**config.mk**
```make
export PLATFORM = sky130hd
export DESIGN_NAME = atm_cell_filter
export DESIGN_NICKNAME = d
export VERILOG_FILES = /design/src/rtl/atm_filt_pkg.sv /design/src/rtl/atm_filt_hdr_collect.sv /design/src/rtl/atm_filt_classify.sv /design/src/rtl/atm_filt_sat_cnt.sv /design/src/rtl/atm_cell_filter.sv
export SDC_FILE = /design/constraint.sdc
export NUM_CORES = 1
export LEC_CHECK = 0
export ABC_CLOCK_PERIOD_IN_PS = 2600
export BUFFER_PORTS_ARGS = -buffer_cell sky130_fd_sc_hd__clkbuf_2
export CAP_MARGIN = 20
export CELL_PAD_IN_SITES_DETAIL_PLACEMENT = 1
export CELL_PAD_IN_SITES_GLOBAL_PLACEMENT = 1
export CORE_UTILIZATION = 37
export CTS_CLUSTER_DIAMETER = 80
export CTS_CLUSTER_SIZE = 40
export DETAILED_ROUTE_END_ITERATION = 8
export GPL_TIMING_DRIVEN = 0
export PLACE_DENSITY_LB_ADDON = 0.1
export REMOVE_ABC_BUFFERS = 1
export SLEW_MARGIN = 20
export SYNTH_ARGS = -nofsm -noshare
export SYNTH_HDL_FRONTEND = slang
export SYNTH_SLANG_ARGS = --single-unit
```
**constraint.sdc**
```tcl
create_clock -name clk -period 2.6 [get_ports clk]
set_input_delay 0.26 -clock clk [delete_from_list [all_inputs] [get_ports clk]]
set_output_delay 0.26 -clock clk [all_outputs]
set_load 0.05 [all_outputs]
```
**src/rtl/atm_filt_pkg.sv**
```systemverilog
package atm_filt_pkg;
  localparam int BYTE_W    = 8;
  localparam int HDR_BYTES = 4;
  localparam int HDR_W     = BYTE_W * HDR_BYTES;
  // identifier field (path + channel) position in the header word
  localparam int ID_LSB    = 4;
  localparam int ID_MSB    = 27;
  localparam int PTC_W     = 4;
  localparam logic [HDR_W-1:0] IDLE_HDR = HDR_W'(1);

  typedef enum logic [1:0] {
    CMP_CNT_HIT  = 2'b00,
    CMP_CNT_MISS = 2'b01,
    CMP_DROP_HIT = 2'b10,
    CMP_DROP_MISS= 2'b11
  } cmp_mode_e;

  typedef struct packed {
    logic idle;
    logic unas;
    logic inval;
    logic match;
  } cell_class_t;
endpackage

```
**src/rtl/atm_filt_hdr_collect.sv**
```systemverilog
module atm_filt_hdr_collect
  import atm_filt_pkg::*;
#(
  parameter int BW = BYTE_W,
  parameter int NB = HDR_BYTES
) (
  input  logic            clk,
  input  logic            rst,
  input  logic            byte_valid,
  input  logic            cell_start,
  input  logic [BW-1:0]   byte_data,
  output logic [BW*NB-1:0] hdr_next,
  output logic            hdr_last
);
  localparam int HW    = BW * NB;
  localparam int IDX_W = $clog2(NB + 1);
  localparam logic [IDX_W-1:0] LAST_IDX = IDX_W'(NB - 1);

  logic [IDX_W-1:0] idx;
  logic [HW-1:0]    shreg;

  assign hdr_last = byte_valid && !cell_start && (idx == LAST_IDX);
  assign hdr_next = {shreg[HW-BW-1:0], byte_data};

  always_ff @(posedge clk) begin
    if (rst) begin
      idx   <= '0;
      shreg <= '0;
    end else if (byte_valid && cell_start) begin
      idx   <= IDX_W'(1);
      shreg <= HW'(byte_data);
    end else if (byte_valid && idx != '0) begin
      shreg <= {shreg[HW-BW-1:0], byte_data};
      idx   <= (idx == LAST_IDX) ? '0 : idx + IDX_W'(1);
    end
  end
endmodule

```
**src/rtl/atm_filt_classify.sv**
```systemverilog
module atm_filt_classify
  import atm_filt_pkg::*;
(
  input  logic [HDR_W-1:0] hdr,
  input  logic [HDR_W-1:0] pattern,
  input  logic [HDR_W-1:0] mask,
  output cell_class_t      cls
);
  logic id_zero;
  assign id_zero   = (hdr[ID_MSB:ID_LSB] == '0);
  assign cls.idle  = (hdr == IDLE_HDR);
  assign cls.unas  = id_zero && !hdr[0];
  assign cls.inval = id_zero && (hdr[PTC_W-1:0] != '0) && !cls.idle;
  assign cls.match = (((hdr ^ pattern) & mask) == '0);
endmodule

```
**src/rtl/atm_filt_sat_cnt.sv**
```systemverilog
module atm_filt_sat_cnt #(
  parameter int W = 16
) (
  input  logic         clk,
  input  logic         rst,
  input  logic         clr,
  input  logic         inc,
  output logic [W-1:0] cnt
);
  localparam logic [W-1:0] TOP = {W{1'b1}};
  always_ff @(posedge clk) begin
    if (rst || clr)
      cnt <= '0;
    else if (inc && cnt != TOP)
      cnt <= cnt + W'(1);
  end
endmodule

```
**src/rtl/atm_cell_filter.sv**
```systemverilog
module atm_cell_filter
  import atm_filt_pkg::*;
#(
  parameter int CNT_W = 16
) (
  input  logic              clk,
  input  logic              rst,
  input  logic              cnt_clr,
  input  logic              byte_valid,
  input  logic              cell_start,
  input  logic [BYTE_W-1:0] byte_data,
  input  logic              cfg_idle_pass,
  input  logic              cfg_unas_drop,
  input  logic              cfg_inv_drop,
  input  logic [1:0]        cfg_cmp_mode,
  input  logic [HDR_W-1:0]  cfg_pattern,
  input  logic [HDR_W-1:0]  cfg_mask,
  output logic              dec_valid,
  output logic              dec_keep,
  output logic [CNT_W-1:0]  unas_count,
  output logic [CNT_W-1:0]  cmp_count
);
  logic [HDR_W-1:0] hdr_next;
  logic             hdr_last;
  cell_class_t      cls;
  cmp_mode_e        mode;
  logic             cmp_hit, drop, unas_inc, cmp_inc;

  atm_filt_hdr_collect #(.BW(BYTE_W), .NB(HDR_BYTES)) u_collect (
    .clk(clk), .rst(rst), .byte_valid(byte_valid), .cell_start(cell_start),
    .byte_data(byte_data), .hdr_next(hdr_next), .hdr_last(hdr_last)
  );

  atm_filt_classify u_classify (
    .hdr(hdr_next), .pattern(cfg_pattern), .mask(cfg_mask), .cls(cls)
  );

  assign mode    = cmp_mode_e'(cfg_cmp_mode);
  assign cmp_hit = (mode == CMP_CNT_MISS || mode == CMP_DROP_MISS) ? !cls.match : cls.match;

  always_comb begin
    drop = 1'b0;
    if (cls.idle && !cfg_idle_pass) drop = 1'b1;
    if (cls.unas && cfg_unas_drop)  drop = 1'b1;
    if (cls.inval && cfg_inv_drop)  drop = 1'b1;
    if (cmp_hit && (mode == CMP_DROP_HIT || mode == CMP_DROP_MISS)) drop = 1'b1;
  end

  assign unas_inc = hdr_last && cls.unas && cfg_unas_drop;
  assign cmp_inc  = hdr_last && cmp_hit;

  always_ff @(posedge clk) begin
    if (rst) begin
      dec_valid <= 1'b0;
      dec_keep  <= 1'b0;
    end else begin
      dec_valid <= hdr_last;
      dec_keep  <= hdr_last && !drop;
    end
  end

  atm_filt_sat_cnt #(.W(CNT_W)) u_unas_cnt (
    .clk(clk), .rst(rst), .clr(cnt_clr), .inc(unas_inc), .cnt(unas_count)
  );

  atm_filt_sat_cnt #(.W(CNT_W)) u_cmp_cnt (
    .clk(clk), .rst(rst), .clr(cnt_clr), .inc(cmp_inc), .cnt(cmp_count)
  );
endmodule

```
==> impl_metrics.json <==
{
  "outcome": "complete, no violations",
  "synth_compound_area_share_pct": 9.178,
  "port_buffers": 115,
  "cts_tree": "built",
  "fp.dieArea_mm2": 0.009976,
  "hpwl_um": 8081,
  "drive_above_1_share_pct": 26.87,
  "ir_worst_vdd_mv": 0.3458,
  "fin_cells": 665,
  "dr.pass1.iters": 4,
  "cts_buffers": 9,
  "cp-start-kind": "register",
  "dr_total_vias": 3545,
  "fp.dieH_um": 99.88,
  "ys_seq_elements": 61,
  "route.detailed.wl_per_inst_um": 16.59,
  "final-hold-violation-count": 0,
  "n_antenna_cell": 0,
  "synthMuxAreaShare_pct": 11.01,
  "power.density_mw_per_mm2": 486.5,
  "cts_sinks": 61,
  "grt_overflow": 0,
  "cts_max_level": 3,
  "finClkSkew_ns": 0.009119,
  "pin_count": 116,
  "cp.arrival_ns": 2.72,
  "synthDistinctLibCells": 42,
  "ant_nets": 0,
  "cts.path.max_buffers": 2,
  "period_share_pct": 93.65,
  "worstSetupPathType": "reg2reg",
  "dp.cells": 649,
  "cts_root_buffer": "clkbuf_8",
  "power.total_mw": 2.165,
  "setup_viol": 0,
  "maxCapViolCount": 0,
  "yosys.area_share.xor_xnor_pct": 11.37,
  "cp_max_fo": 6,
  "required_ns": 2.88,
  "finish.utilization_pct": 48.15,
  "netlist_instances": 424,
  "stdcell_area_mm2": 0.004449,
  "syn2layout_area_growth_pct": 25.52,
  "hold_buffers": 0,
  "synthAdderAreaFrac_pct": 1.412,
  "holdPathStages": 2,
  "slew_headroom_pct": 43.33,
  "fp.dieW_um": 99.88,
  "final.fill_count": 1166,
  "yosys_warnings": 0,
  "cp-end-kind": "register",
  "vias_per_cell": 5.331,
  "num_rows": 35,
  "antenna_found_initial": 0,
  "placed_area_mm2": 0.004218,
  "cts-resized-gates": 0,
  "postSynthAreaPerCell_um2": 8.360,
  "syn_area_mm2": 0.003545,
  "p_leak_nw": 1.886,
  "max_freq_mhz": 410.7,
  "seq_area_frac_synth_pct": 34.45,
  "reg2regPathDepth": 6,
  "worst_pin_slew_ns": 0.8451,
  "grt_max_degree": 32,
  "post_cts_buffers": 0,
  "core_area_mm2": 0.009240,
  "wl_met2_um": 5597,
  "drtIter0Drc": 108,
  "place_congestion": 0.7430,
  "clkSlewWorstSetupHoldPaths_ns": 0.07,
  "yosys.area_share.simple_pct": 29.09,
  "synth_top_family_by_area": "simple AND/OR/NAND/NOR gates",
  "highest_layer": "met4",
  "clock_latency_ns": 0.35,
  "grt_first_pass_wirelength_um": 17530,
  "grt_use_total_pct": 22.65,
  "drc": 0,
  "grt_pass1_vias": 3529,
  "wl_met1_um": 4774,
  "layout_min_cycle_time_ns": 2.435,
  "nets": 617,
  "final_max_slew_viol_count": 0,
  "rsz0062_at_grt": "no",
  "routed_wl_um": 11030,
  "met3_wirelength_um": 503,
  "hold_class": "in2reg",
  "start_util_pct": 38.36
}
==> kinds of logic after synthesis <==
kind of cell,after synthesis
compound gates,51
xor+xnor,46
fa+ha+maj,4
buf+inv,29
flops,61
mux,39
simple gates,194
==> state kept, by name (all words and copies together) (netlist names) <==
signal / flops
u_collect.shreg: 24
u_cmp_cnt.cnt: 16
u_unas_cnt.cnt: 16
u_collect.idx: 3
dec_keep: 1
dec_valid: 1
==> through the flow <==
stage	setup TNS [ns]	setup slack (ns)	hold WS, ns
after floorplan	0	0.2231	0.3291
after global placement	-4.993	-0.3921	0.4544
after detailed placement	0	0.1033	0.4725
after CTS	0	0.01046	0.09840
after global routing	0	0.01114	0.1145
final	0	0.1652	0.1086
==> cell usage in the layout (no fill, tap or decap), types with 2 or more instances in the layout <==
| master | n |
|---|---|
| inv_1 | 8 |
| dfxtp_1 | 61 |
| nand2b_1 | 2 |
| a21oi_1 | 21 |
| nand2_1 | 64 |
| nor3_1 | 2 |
| mux2i_1 | 39 |
| nand3_1 | 15 |
| clkbuf_2 | 115 |
| bufinv_16 | 2 |
| buf_6 | 2 |
| o21ai_0 | 2 |
| clkinv_2 | 2 |
| a22oi_1 | 16 |
| nor4_1 | 10 |
| o31ai_1 | 2 |
| nand4b_1 | 7 |
| nor2b_1 | 2 |
| a211oi_1 | 3 |
| xor2_1 | 46 |
| clkbuf_8 | 10 |
| ha_1 | 4 |
| and3_1 | 11 |
| nand3b_1 | 4 |
| nand4_1 | 21 |
| or3_1 | 18 |
| and4_1 | 4 |
| nor2_1 | 26 |
==> layer usage <==
layer  GRT usage (%)  vias up
li1                -     1741
met1           26.83     1703
met2           40.42       90
met3           4.178       11
met4           8.824        0
met5               0        -
==> final cells by class <==
type                            count  area (um^2)  share of cell area [%]
Clock buffer                       10        137.6                   3.093
Clock inverter                      6        86.33                   1.940
Inverter                            8        30.03                  0.6749
Multi-Input combinational cell    334         2215                   49.77
Sequential cell                    61         1221                   27.45
Tap cell                          129        161.4                   3.628
Timing Repair Buffer              117        598.1                   13.44
==> path summary, 6_finish.rpt <==
| check | slack [ns] | start | end |
|---|---|---|---|
| setup / recovery | 0.17 | u_collect.shreg[18] | u_unas_cnt.cnt[15] |
| hold / removal | 0.11 | cfg_cmp_mode[1] | dec_keep |
| hold reg to reg | 0.49 | u_collect.idx[1] | u_collect.idx[1] |
| setup reg to reg | 0.17 | u_collect.shreg[18] | u_unas_cnt.cnt[15] |
==> worst max-delay path, cell delays in order (launching register included) <==
cell and delay, ns:
dfxtp_1 0.34, nor4_1 0.42, nand4_1 0.35, nor3_2 0.52, nand2_1 0.19, or4_1 0.42
a21oi_1 0.14
==> synth_stat cells (all sizes together) <==
cell,instances,area (um^2)
and4,4,35.03
nand2,64,240.2
a21o,1,7.510
clkbuf,16,60.06
a22oi,16,120.1
mux2i,39,390.4
a211oi,3,22.52
nor4,11,83.83
inv,8,30.03
or3,19,120.1
a31oi,1,6.260
a21oi,22,113.9
nor3,4,30.03
and4bb,1,12.51
xor2,46,402.9
buf,4,25.02
a21boi,1,7.510
o21ai,3,15.01
nor2,27,103.9
ha,4,50.05
nand4b,7,61.31
dlygate4sd1,1,8.760
and3,11,68.82
or4,1,7.510
nand3b,4,30.03
nand3,15,75.07
nand2b,2,12.51
nor2b,2,12.51
o31ai,2,15.01
dfxtp,61,1221
nand4,21,131.4
o41ai,1,8.760
o31a,1,8.760
or2,1,6.260
==> power breakdown <==
group	internal, mW	total [mW]	leakage, nW	switching [mW]
clock	0.564	0.958	0.112	0.394
combinational	0.107	0.245	1.28	0.138
sequential	0.946	0.962	0.493	0.0155
Power figures use the tool's default switching activity.
